===== config.mk =====
export PLATFORM = sky130hd
export DESIGN_NAME = lvsup_top
export DESIGN_NICKNAME = d
export VERILOG_FILES = /design/src/rtl/lvsup_pkg.sv /design/src/rtl/lvsup_sync.sv /design/src/rtl/lvsup_hold.sv /design/src/rtl/lvsup_regs.sv /design/src/rtl/lvsup_top.sv
export SDC_FILE = /design/constraint.sdc
export NUM_CORES = 1
export LEC_CHECK = 0
export BUFFER_PORTS_ARGS = -buffer_cell sky130_fd_sc_hd__buf_2
export CAP_MARGIN = 30
export CORE_UTILIZATION = 35
export DETAILED_ROUTE_END_ITERATION = 8
export GPL_TIMING_DRIVEN = 0
export PLACE_DENSITY = 0.61
export SLEW_MARGIN = 20
export SYNTH_ARGS = -nofsm -noshare
export SYNTH_HDL_FRONTEND = slang
export SYNTH_HIERARCHICAL = 1
export SYNTH_SLANG_ARGS = --single-unit

===== constraint.sdc =====
create_clock -name clk -period 3.8 [get_ports clk]
set_input_delay 0.57 -clock clk [delete_from_list [all_inputs] [get_ports clk]]
set_output_delay 0.57 -clock clk [all_outputs]
set_load 0.05 [all_outputs]

===== src/rtl/lvsup_pkg.sv =====
package lvsup_pkg;

  localparam int LV_ADDR_W = 2;
  localparam int LV_DATA_W = 8;

  localparam logic [LV_ADDR_W-1:0] ADR_CTLA = 2'd0;
  localparam logic [LV_ADDR_W-1:0] ADR_CTLB = 2'd1;
  localparam logic [LV_ADDR_W-1:0] ADR_SRC  = 2'd2;

  // register A bit positions
  localparam int BA_DEN  = 0;
  localparam int BA_SKEEP = 1;
  localparam int BA_REN  = 2;
  localparam int BA_DIE  = 3;
  localparam int BA_DACK = 4;
  localparam int BA_FLAG = 7;
  // register B bit positions
  localparam int BB_DSEL = 0;
  localparam int BB_WSEL = 1;
  localparam int BB_WIE  = 2;
  localparam int BB_WACK = 3;
  localparam int BB_FLAG = 7;

  typedef enum logic [1:0] {
    HS_RUN      = 2'd0,
    HS_HOLD_POR = 2'd1,
    HS_HOLD_LV  = 2'd2
  } hold_st_t;

  typedef struct packed {
    logic det_ie;
    logic rst_en;
    logic stop_keep;
    logic det_en;
  } ctla_t;

  typedef struct packed {
    logic warn_ie;
    logic warn_sel;
    logic det_sel;
  } ctlb_t;

  localparam ctla_t CTLA_DEF = '{det_ie: 1'b0, rst_en: 1'b1, stop_keep: 1'b0, det_en: 1'b1};
  localparam ctlb_t CTLB_DEF = '{warn_ie: 1'b0, warn_sel: 1'b0, det_sel: 1'b0};

  function automatic logic mon_active_f(input logic den, input logic keep, input logic in_stop);
    return den & (~in_stop | keep);
  endfunction

  function automatic logic stop_deep_f(input logic deep_req, input logic den, input logic keep);
    return deep_req & ~(den & keep);
  endfunction

  function automatic logic [LV_DATA_W-1:0] pack_ctla(input ctla_t c, input logic flag);
    logic [LV_DATA_W-1:0] v;
    v = '0;
    v[BA_DEN]   = c.det_en;
    v[BA_SKEEP] = c.stop_keep;
    v[BA_REN]   = c.rst_en;
    v[BA_DIE]   = c.det_ie;
    v[BA_FLAG]  = flag;
    return v;
  endfunction

  function automatic logic [LV_DATA_W-1:0] pack_ctlb(input ctlb_t c, input logic flag);
    logic [LV_DATA_W-1:0] v;
    v = '0;
    v[BB_DSEL] = c.det_sel;
    v[BB_WSEL] = c.warn_sel;
    v[BB_WIE]  = c.warn_ie;
    v[BB_FLAG] = flag;
    return v;
  endfunction

  function automatic logic [LV_DATA_W-1:0] pack_src(input logic por, input logic lv);
    logic [LV_DATA_W-1:0] v;
    v = '0;
    v[0] = por;
    v[1] = lv;
    return v;
  endfunction

endpackage


===== src/rtl/lvsup_sync.sv =====
module lvsup_sync #(
  parameter int W      = 3,
  parameter int STAGES = 2,
  parameter logic [W-1:0] RST_VAL = '1
) (
  input  logic         clk,
  input  logic         rst_n,
  input  logic [W-1:0] d_raw,
  output logic [W-1:0] d_sync
);
  logic [W-1:0] stage_q [STAGES];

  genvar s;
  generate
    for (s = 0; s < STAGES; s++) begin : g_stage
      if (s == 0) begin : g_first
        always_ff @(posedge clk or negedge rst_n) begin
          if (!rst_n) stage_q[s] <= RST_VAL;
          else        stage_q[s] <= d_raw;
        end
      end else begin : g_next
        always_ff @(posedge clk or negedge rst_n) begin
          if (!rst_n) stage_q[s] <= RST_VAL;
          else        stage_q[s] <= stage_q[s-1];
        end
      end
    end
  endgenerate

  assign d_sync = stage_q[STAGES-1];
endmodule


===== src/rtl/lvsup_hold.sv =====
module lvsup_hold
  import lvsup_pkg::*;
(
  input  logic clk,
  input  logic rst_n,
  input  logic por_s,
  input  logic det_s,
  input  logic lv_trip,
  output logic hold,
  output logic src_por,
  output logic src_lv
);
  hold_st_t st_q, st_d;
  logic cause_por_q;
  logic release_ev;

  always_comb begin
    st_d = st_q;
    unique case (st_q)
      HS_RUN: begin
        if (por_s)        st_d = HS_HOLD_POR;
        else if (lv_trip) st_d = HS_HOLD_LV;
      end
      HS_HOLD_POR: if (!por_s && !det_s) st_d = HS_RUN;
      HS_HOLD_LV: begin
        if (por_s)       st_d = HS_HOLD_POR;
        else if (!det_s) st_d = HS_RUN;
      end
      default: st_d = HS_HOLD_POR;
    endcase
  end

  assign release_ev = (st_q != HS_RUN) && (st_d == HS_RUN);

  always_ff @(posedge clk or negedge rst_n) begin
    if (!rst_n) begin
      st_q        <= HS_HOLD_POR;
      cause_por_q <= 1'b1;
      src_por     <= 1'b0;
      src_lv      <= 1'b0;
    end else begin
      st_q <= st_d;
      if (st_d == HS_HOLD_POR)     cause_por_q <= 1'b1;
      else if (st_d == HS_HOLD_LV) cause_por_q <= 1'b0;
      if (release_ev) begin
        src_por <= cause_por_q;
        src_lv  <= 1'b1;
      end
    end
  end

  assign hold = (st_q != HS_RUN);

  AST_POR_HOLDS: assert property (@(posedge clk) disable iff (!rst_n)
    por_s |=> hold);
  AST_LV_TRIP_HOLDS: assert property (@(posedge clk) disable iff (!rst_n)
    lv_trip |=> hold);
  AST_HOLD_WHILE_LOW: assert property (@(posedge clk) disable iff (!rst_n)
    (hold && det_s) |=> hold);
  AST_SRC_ON_RELEASE: assert property (@(posedge clk) disable iff (!rst_n)
    $fell(hold) |-> src_lv);
endmodule


===== src/rtl/lvsup_regs.sv =====
module lvsup_regs
  import lvsup_pkg::*;
#(
  parameter int ADDR_W = LV_ADDR_W,
  parameter int DATA_W = LV_DATA_W
) (
  input  logic              clk,
  input  logic              rst_n,
  input  logic              clr,
  input  logic              wr_en,
  input  logic [ADDR_W-1:0] wr_addr,
  input  logic [DATA_W-1:0] wr_data,
  input  logic [ADDR_W-1:0] rd_addr,
  output logic [DATA_W-1:0] rd_data,
  input  logic              det_s,
  input  logic              warn_s,
  input  logic              mon_active,
  input  logic              src_por,
  input  logic              src_lv,
  output ctla_t             ctla,
  output ctlb_t             ctlb,
  output logic              det_flag,
  output logic              warn_flag
);
  logic wr_a, wr_b;
  logic det_ack_wr, warn_ack_wr;
  logic det_set, warn_set;
  logic unused_wr_bits;

  assign wr_a        = wr_en && (wr_addr == ADR_CTLA);
  assign wr_b        = wr_en && (wr_addr == ADR_CTLB);
  assign det_ack_wr  = wr_a && wr_data[BA_DACK];
  assign warn_ack_wr = wr_b && wr_data[BB_WACK];
  assign det_set     = mon_active && ctla.det_ie && !ctla.rst_en && det_s;
  assign warn_set    = mon_active && warn_s && !det_s;
  assign unused_wr_bits = ^{wr_data[6:5], wr_data[7]};

  always_ff @(posedge clk or negedge rst_n) begin
    if (!rst_n) begin
      ctla <= CTLA_DEF;
      ctlb <= CTLB_DEF;
    end else if (clr) begin
      ctla <= CTLA_DEF;
      ctlb <= CTLB_DEF;
    end else begin
      if (wr_a) begin
        ctla.det_en    <= wr_data[BA_DEN];
        ctla.stop_keep <= wr_data[BA_SKEEP];
        ctla.rst_en    <= wr_data[BA_REN];
        ctla.det_ie    <= wr_data[BA_DIE];
      end
      if (wr_b) begin
        ctlb.det_sel  <= wr_data[BB_DSEL];
        ctlb.warn_sel <= wr_data[BB_WSEL];
        ctlb.warn_ie  <= wr_data[BB_WIE];
      end
    end
  end

  always_ff @(posedge clk or negedge rst_n) begin
    if (!rst_n) begin
      det_flag  <= 1'b0;
      warn_flag <= 1'b0;
    end else if (clr) begin
      det_flag  <= 1'b0;
      warn_flag <= 1'b0;
    end else begin
      if (det_set)         det_flag <= 1'b1;
      else if (det_ack_wr) det_flag <= 1'b0;
      if (warn_set)         warn_flag <= 1'b1;
      else if (warn_ack_wr) warn_flag <= 1'b0;
    end
  end

  always_comb begin
    unique case (rd_addr)
      ADR_CTLA: rd_data = pack_ctla(ctla, det_flag);
      ADR_CTLB: rd_data = pack_ctlb(ctlb, warn_flag);
      ADR_SRC:  rd_data = pack_src(src_por, src_lv);
      default:  rd_data = '0;
    endcase
  end

  AST_DET_SET_WINS: assert property (@(posedge clk) disable iff (!rst_n)
    (det_set && !clr) |=> det_flag);
  AST_DET_ACK_CLEARS: assert property (@(posedge clk) disable iff (!rst_n)
    (det_ack_wr && !det_set) |=> !det_flag);
  AST_WARN_ABOVE_DET: assert property (@(posedge clk) disable iff (!rst_n)
    $rose(warn_flag) |-> $past(!det_s));
  AST_DEFAULTS_IN_HOLD: assert property (@(posedge clk) disable iff (!rst_n)
    clr |=> (ctla.det_en && ctla.rst_en && !ctla.det_ie && !ctlb.warn_ie && !det_flag));
endmodule


===== src/rtl/lvsup_top.sv =====
module lvsup_top
  import lvsup_pkg::*;
#(
  parameter int ADDR_W = LV_ADDR_W,
  parameter int DATA_W = LV_DATA_W,
  parameter int SYNC_STAGES = 2
) (
  input  logic              clk,
  input  logic              rst_n,
  input  logic              por_raw,
  input  logic              below_det_raw,
  input  logic              below_warn_raw,
  input  logic              stop_in,
  input  logic              stop_deep,
  input  logic              wr_en,
  input  logic [ADDR_W-1:0] wr_addr,
  input  logic [DATA_W-1:0] wr_data,
  input  logic [ADDR_W-1:0] rd_addr,
  output logic [DATA_W-1:0] rd_data,
  output logic              sys_rst_hold,
  output logic              det_irq,
  output logic              warn_irq,
  output logic              src_por,
  output logic              src_lv,
  output logic              mon_on,
  output logic              det_sel_o,
  output logic              warn_sel_o,
  output logic              stop_deep_o
);
  localparam int NSIG = 3;

  logic [NSIG-1:0] raw_v, sync_v;
  logic por_s, det_s, warn_s;
  logic lv_trip;
  ctla_t ctla;
  ctlb_t ctlb;
  logic det_flag, warn_flag;

  assign raw_v = {below_warn_raw, below_det_raw, por_raw};

  lvsup_sync #(.W(NSIG), .STAGES(SYNC_STAGES), .RST_VAL({NSIG{1'b1}})) sync_i (
    .clk(clk), .rst_n(rst_n), .d_raw(raw_v), .d_sync(sync_v)
  );

  assign por_s  = sync_v[0];
  assign det_s  = sync_v[1];
  assign warn_s = sync_v[2];

  assign mon_on      = mon_active_f(ctla.det_en, ctla.stop_keep, stop_in);
  assign stop_deep_o = stop_deep_f(stop_deep, ctla.det_en, ctla.stop_keep);
  assign lv_trip     = mon_on && ctla.rst_en && det_s;

  lvsup_hold hold_i (
    .clk(clk), .rst_n(rst_n), .por_s(por_s), .det_s(det_s), .lv_trip(lv_trip),
    .hold(sys_rst_hold), .src_por(src_por), .src_lv(src_lv)
  );

  lvsup_regs #(.ADDR_W(ADDR_W), .DATA_W(DATA_W)) regs_i (
    .clk(clk), .rst_n(rst_n), .clr(sys_rst_hold),
    .wr_en(wr_en), .wr_addr(wr_addr), .wr_data(wr_data),
    .rd_addr(rd_addr), .rd_data(rd_data),
    .det_s(det_s), .warn_s(warn_s), .mon_active(mon_on),
    .src_por(src_por), .src_lv(src_lv),
    .ctla(ctla), .ctlb(ctlb), .det_flag(det_flag), .warn_flag(warn_flag)
  );

  assign det_irq    = det_flag && ctla.det_ie;
  assign warn_irq   = warn_flag && ctlb.warn_ie;
  assign det_sel_o  = ctlb.det_sel;
  assign warn_sel_o = ctlb.warn_sel;

  AST_DEEP_DEMOTED: assert property (@(posedge clk) disable iff (!rst_n)
    (ctla.det_en && ctla.stop_keep) |-> !stop_deep_o);
  AST_MON_GATED_IN_STOP: assert property (@(posedge clk) disable iff (!rst_n)
    (stop_in && !ctla.stop_keep) |-> !mon_on);
  AST_NO_TRIP_WHEN_OFF: assert property (@(posedge clk) disable iff (!rst_n)
    (!mon_on && !por_s && !sys_rst_hold) |=> !sys_rst_hold);
endmodule


==> impl_metrics.yaml, run 1 <==
power_and_ir_drop:
  seq_power_share: 0.508
  power_density_nw_per_um2: 367
  pwr-share-clk: 0.260
  switchingPower_uw: 140
  ir_drop_mv: 0.197
  combPwrFrac: 0.232
  swShare: 0.299
  p_leak_nw: 0.607
  p_int_uw: 327
  total_power_uw: 467
critical_path:
  cp.required_ns: 3.23
  worstSetupStartpointType: "flop"
  endpoint_kind: "output port"
  critPathKind: "reg -> out"
  arrival_ns: 1.37
  path_max_fanout: 5
grt:
  grt_usage: 0.132
  grt_overflow: 0
  grt_pass1_wl_mm: 3.27
  grt_max_degree: 21
  antenna_found_initial: 0
  grt_pass1_vias: 739
clocking:
  postCtsResizedCells: 0
  ctsLongestPathBuffers: 2
  post_cts_buffers: 0
  cts-root-buf: "clkbuf_4"
  clk_pin_slew_ns: 0.11
  htreeDepth: 1
  cts_tree: "yes"
  clk_latency_ns: 0.30
  holdBufCountCts: 0
  numCtsBuffers: 3
  cts.sinks: 20
floorplan:
  start_util: 0.374
  num_rows: 19
  ios: 37
  die_y_um: 56.7
  die_width_um: 56.7
  floorplan.core_area_sq_um: 2810
  dieArea_sq_um: 3220
yosys:
  syn-cell-area_sq_um: 1050
  seq_area_frac_synth: 0.489
  synth_seq_cells: 20
  synth_warnings: 6
  synth_edf_count: 0
  syn_avg_cell_area_sq_um: 11.7
  synth_top_area_frac: 0.251
  yosys.area.top_type: "dfstp_2"
  synthTopCellsByArea: "dfstp_2, dfrtp_1, mux2i_1, nand2b_1, buf_4"
  synthArstFlopShare: 1.00
  synth.distinct_cells: 33
  synth_common_cells: "mux2i_1, nand2b_1, dfrtp_1, dfstp_2"
  synthCells: 90
  synth_ff_type: "dfstp_2"
sta:
  max_freq_mhz: 516
  fin_hold_ws_ns: 0.193
  rsz0062_at_grt: "no"
  hold_viol_final: 0
  finalMaxSlewViolations: 0
  fin_crit_sh: 0.510
  fin_skew_ns: 0.00570
  finalSetupViolCount: 0
  final.setup.tns_ns: 0
  finalCriticalPeriod_ns: 1.94
detailed_routing:
  ant_nets: 0
  drt-wirelength-per-cell_um: 12.5
  firstDrtPassIters: 8
  vias: 765
  drc: 10
  drt_iter0_markers: 20
  finalWirelength_mm: 1.95
  via_per_inst: 4.94
finish:
  nNetsFinal: 146
  n_antenna_cell: 0
  drive_gt1_frac: 0.468
  syn_to_final_growth_pct: 21.2
  fin_area_sq_um: 1270
place:
  dp_hpwl_mm: 1.51
  io_buffers: 28
  post_dp_cell_area_sq_um: 1230
  globalplace.congestion: 0.720
hold_path:
  hp-class: "in -> async"
run:
  drv_cap: 0
status:
  status: "complete, but fails checks"
  violations: "design-rule violations"
[power by group through the flow]
stage               Combinational, mW  Sequential (mW)  Clock, mW
finish                          0.109            0.237      0.121
global route                    0.117            0.239      0.135
CTS                             0.110            0.238      0.127
detailed placement              0.109            0.241          0
global placement                0.108            0.240          0
floorplan                      0.0676            0.253          0
[worst paths after layout]
check	from	endpoint	slack (ns)	depth (start not counted)
worst max-delay path	regs_i/ctla[0]$_DFFE_PN1P_	rd_data[0]	1.86	3
worst min-delay path	rst_n	regs_i/warn_flag$_DFFE_PN0P_	0.19	1
worst max register to register	sync_i/d_sync[1]$_DFF_PN1_	hold_i/cause_por_q$_DFFE_PN1P_	1.89	6
worst min register to register	sync_i/stage_q[4]$_DFF_PN1_	sync_i/d_sync[1]$_DFF_PN1_	0.36	0
max in group asynchronous	rst_n	sync_i/stage_q[3]$_DFF_PN1_	3.27	1
min in group clk	below_warn_raw	sync_i/stage_q[5]$_DFF_PN1_	0.36	1
[cells by family after synthesis]
family          count (synthesis)  synth area share
simple gates                   32             0.208
flops                          20             0.489
mux                            14             0.140
buf+inv                        13            0.0788
compound gates                  8            0.0609
fa+ha+maj                       1            0.0119
other cells                     1           0.00358
xor+xnor                        1           0.00835
[flip-flops by register name, summed over array words and instances (netlist names)]
signal,count
sync_i/d_sync,3
hold_i/src_por,1
regs_i/ctlb,3
regs_i/det_flag,1
hold_i/cause_por_q,1
hold_i/src_lv,1
hold_i/st_q,2
sync_i/stage_q,3
regs_i/warn_flag,1
regs_i/ctla,4
[layer usage]
metal / share of wire / vias to the layer above / GRT usage
li1: - / 365 / -
met1: 0.46 / 369 / 0.167
met2: 0.47 / 29 / 0.221
met3: 0.064 / 2 / 0.0184
met4: 0.0062 / 0 / 0.0627
met5: 0 / - / 0
[cells in the final DEF, fill, tap and decap left out, drive strengths merged, types with 2 or more instances in the layout]
master   synthesis  layout
buf              8      36
mux2i           12      12
nand2b          12      12
dfstp           10      10
dfrtp           10      10
nor2             6       6
clkbuf           2       6
inv              3       3
conb             1       3
and2             2       2
or3              2       2
o2bb2ai          2       2
nand4b           2       2
mux2             2       2
nor3b            2       2
[area by class of cell]
cell class	count	area, sq um
Multi-Input combinational cell	59	460
Fill cell	273	1530
Buffer	10	71.3
Sequential cell	20	513
Inverter	3	11.3
Timing Repair Buffer	28	140
Tap cell	31	38.8
Clock buffer	4	36.3
[worst max-delay path: stages (launching register included)]
cell and delay (ns):
dfstp_2 0.59, mux2i_1 0.08, o2bb2ai_1 0.13, buf_2 0.27
[metrics by stage]
stage | cells | utilization | setup WS, ns
5_1_grt | 155 | 0.453 | 1.77
6_report | 155 | 0.453 | 1.86
3_5_place_dp | 151 | 0.440 | 1.77
4_1_cts | 155 | 0.453 | 1.85
3_3_place_gp | 151 | 0.440 | 1.78
2_1_floorplan | 92 | - | 1.35
Power figures use the tool's default switching activity.
==> run 2: changes to the inputs <==
Settings changed: PLACE_DENSITY 0.61 to 0.63.
Clock period 3.8 ns to 1.6 ns, I/O delays scaled along.
==> run 2 against run 1 <==
Net effect:
- the run ends with design-rule violations, negative setup slack left
- setup slack lost 2.1 ns
- non-clock buffer count grew 4
- clock skew grew 0.0021 ns
- clock power grew 140%
- sequential power grew 140%
- wire length grew 7.7%
- largest cell class unchanged
- total power grew 150%
- global-route usage grew 1.5 points
- die area is the same
- critical path type is now reg -> reg
- core utilization grew 3.7 points
- first-iteration DRC count grew 35%
- sequential share of layout area shrank 3.0 points
==> impl_metrics.yaml, run 2 (same netlist as run 1, synthesis figures left out) <==
critical_path:
  critPathMaxStageDelay_ns: 0.56
  arrival_ns: 2.02
  worstSetupStartpointType: "flop"
  crit_path_cell_trace: "o2111a_1 -> mux2i_1 -> or3_4 -> ha_4 -> mux2_4"
  cp_slowest_cell: "dfstp_2"
  cp.required_ns: 1.82
  endpoint_kind: "flop"
  critPathKind: "reg -> reg"
  cp_top_family: "flip-flops"
  critical_path_buf_inv_count: 0
  rrSetupSlack_ns: -0.20
  path_max_fanout: 3
finish:
  largest_register_ffs: 4
  n_antenna_cell: 0
  final_common_cell: "buf_2"
  nNetsFinal: 150
  num-fill-cells: 265
  area.sequential_sq_um: 513
  drive_gt1_frac: 0.531
  fin_util: 0.490
  regMostFlops: "regs_i/ctla"
  final_cell_mix: "buf_2, nand2b_1, mux2i_1"
  syn_to_final_growth_pct: 31.1
  multi_input_area_sq_um: 510
detailed_routing:
  drt-wirelength-per-cell_um: 13.2
  firstDrtPassIters: 6
  vias: 766
  ant_nets: 0
  drc: 9
  finalWirelength_mm: 2.10
  via_per_inst: 4.82
  drt_iter0_markers: 27
clocking:
  htreeDepth: 1
  cts_tree: "yes"
  clk_latency_ns: 0.29
  numCtsBuffers: 3
  cts-root-buf: "clkbuf_4"
  ctsLongestPathBuffers: 2
  clk_pin_slew_ns: 0.11
  cts.sinks: 20
status:
  status: "complete, but fails checks"
  violations: "design-rule violations, negative setup slack"
grt:
  grt_usage: 0.147
  antenna_found_initial: 0
  grt_max_degree: 21
  grt_pass1_vias: 750
  grt_overflow: 0
  grt_pass1_wl_mm: 3.60
power_and_ir_drop:
  swShare: 0.300
  p_int_uw: 803
  power_density_nw_per_um2: 835
  switchingPower_uw: 344
  combPwrFrac: 0.257
  p_leak_nw: 0.646
  ir_drop_mv: 0.488
  pwr-share-clk: 0.249
  seq_power_share: 0.494
place:
  globalplace.congestion: 0.715
  dp_hpwl_mm: 1.51
  io_buffers: 28
sta:
  max_freq_mhz: 557
  finalMaxSlewViolations: 0
  fin_crit_sh: 1.12
  finalCriticalPeriod_ns: 1.80
  rsz0062_at_grt: "yes"
  final.setup.tns_ns: -0.229
  fin_hold_ws_ns: 0.0287
  hold_viol_final: 0
  setup_slack_ns: -0.196
  finalSetupViolCount: 2
  fin_skew_ns: 0.00783
floorplan:
  die_width_um: 56.7
  dieArea_sq_um: 3220
  num_rows: 19
  floorplan.core_area_sq_um: 2810
  ios: 37
  die_y_um: 56.7
  start_util: 0.374
hold_path:
  hp-class: "in -> reg"
run:
  drv_cap: 0
==> run 2: worst paths after layout <==
path	startpoint	end	depth (start not counted)
max	sync_i/d_sync[1]$_DFF_PN1_	hold_i/cause_por_q$_DFFE_PN1P_	5
min	below_det_raw	sync_i/stage_q[4]$_DFF_PN1_	1
max reg2reg	sync_i/d_sync[1]$_DFF_PN1_	hold_i/cause_por_q$_DFFE_PN1P_	5
min reg2reg	sync_i/stage_q[3]$_DFF_PN1_	sync_i/d_sync[0]$_DFF_PN1_	0
max in group asynchronous	rst_n	sync_i/stage_q[3]$_DFF_PN1_	2
min in group asynchronous	rst_n	regs_i/warn_flag$_DFFE_PN0P_	2
==> run 2: final cells by class <==
cell class	count	area share
Timing Repair Buffer	33	0.146
Inverter	3	0.00819
Clock buffer	4	0.0264
Buffer	9	0.0464
Sequential cell	20	0.373
Tap cell	31	0.0282
Multi-Input combinational cell	59	0.371
==> run 2: timing repair <==
action / 4_1_cts / 5_1_grt
buffers inserted: 4 / 1
endpoints found under the setup margin: 4 / 5
hold endpoints to repair: 10 / 0
hold buffers: 1 / 0
resized for setup: 8 / 5
pin swaps: 4 / 4
==> run 2: metal layers <==
| metal | vias to the layer above | part of all wire | global-route usage |
|---|---|---|---|
| met5 | - | 0 | 0 |
| met4 | 0 | 0.0057 | 0.0523 |
| met2 | 28 | 0.44 | 0.223 |
| met3 | 2 | 0.052 | 0.0323 |
| li1 | 377 | - | - |
| met1 | 359 | 0.50 | 0.206 |
==> run 2: power by group through the flow <==
stage                     registers [mW]  clock network (mW)  logic, mW
after detailed placement           0.574                   0      0.265
after floorplan                    0.600                   0      0.165
final                              0.567               0.286      0.294
after global routing               0.572               0.322      0.314
after global placement             0.571                   0      0.260
after CTS                          0.566               0.300      0.284
==> run 2: metrics by stage <==
stage                     instances  instance area, sq um  power, mW  setup slack, ns
after global placement          151                  1250      0.831           -0.270
after floorplan                  92                  1070      0.766           -0.205
after detailed placement        151                  1250      0.839           -0.266
after CTS                       159                  1350       1.15           -0.253
final                           159                  1380       1.15           -0.196
after global routing            159                  1380       1.21           -0.232
==> run 2: worst register-to-register path: stages (launching register included) <==
cell and delay (ns):
dfstp_2 0.56, o2111a_1 0.18, mux2i_1 0.06, or3_4 0.35, ha_4 0.28, mux2_4 0.29
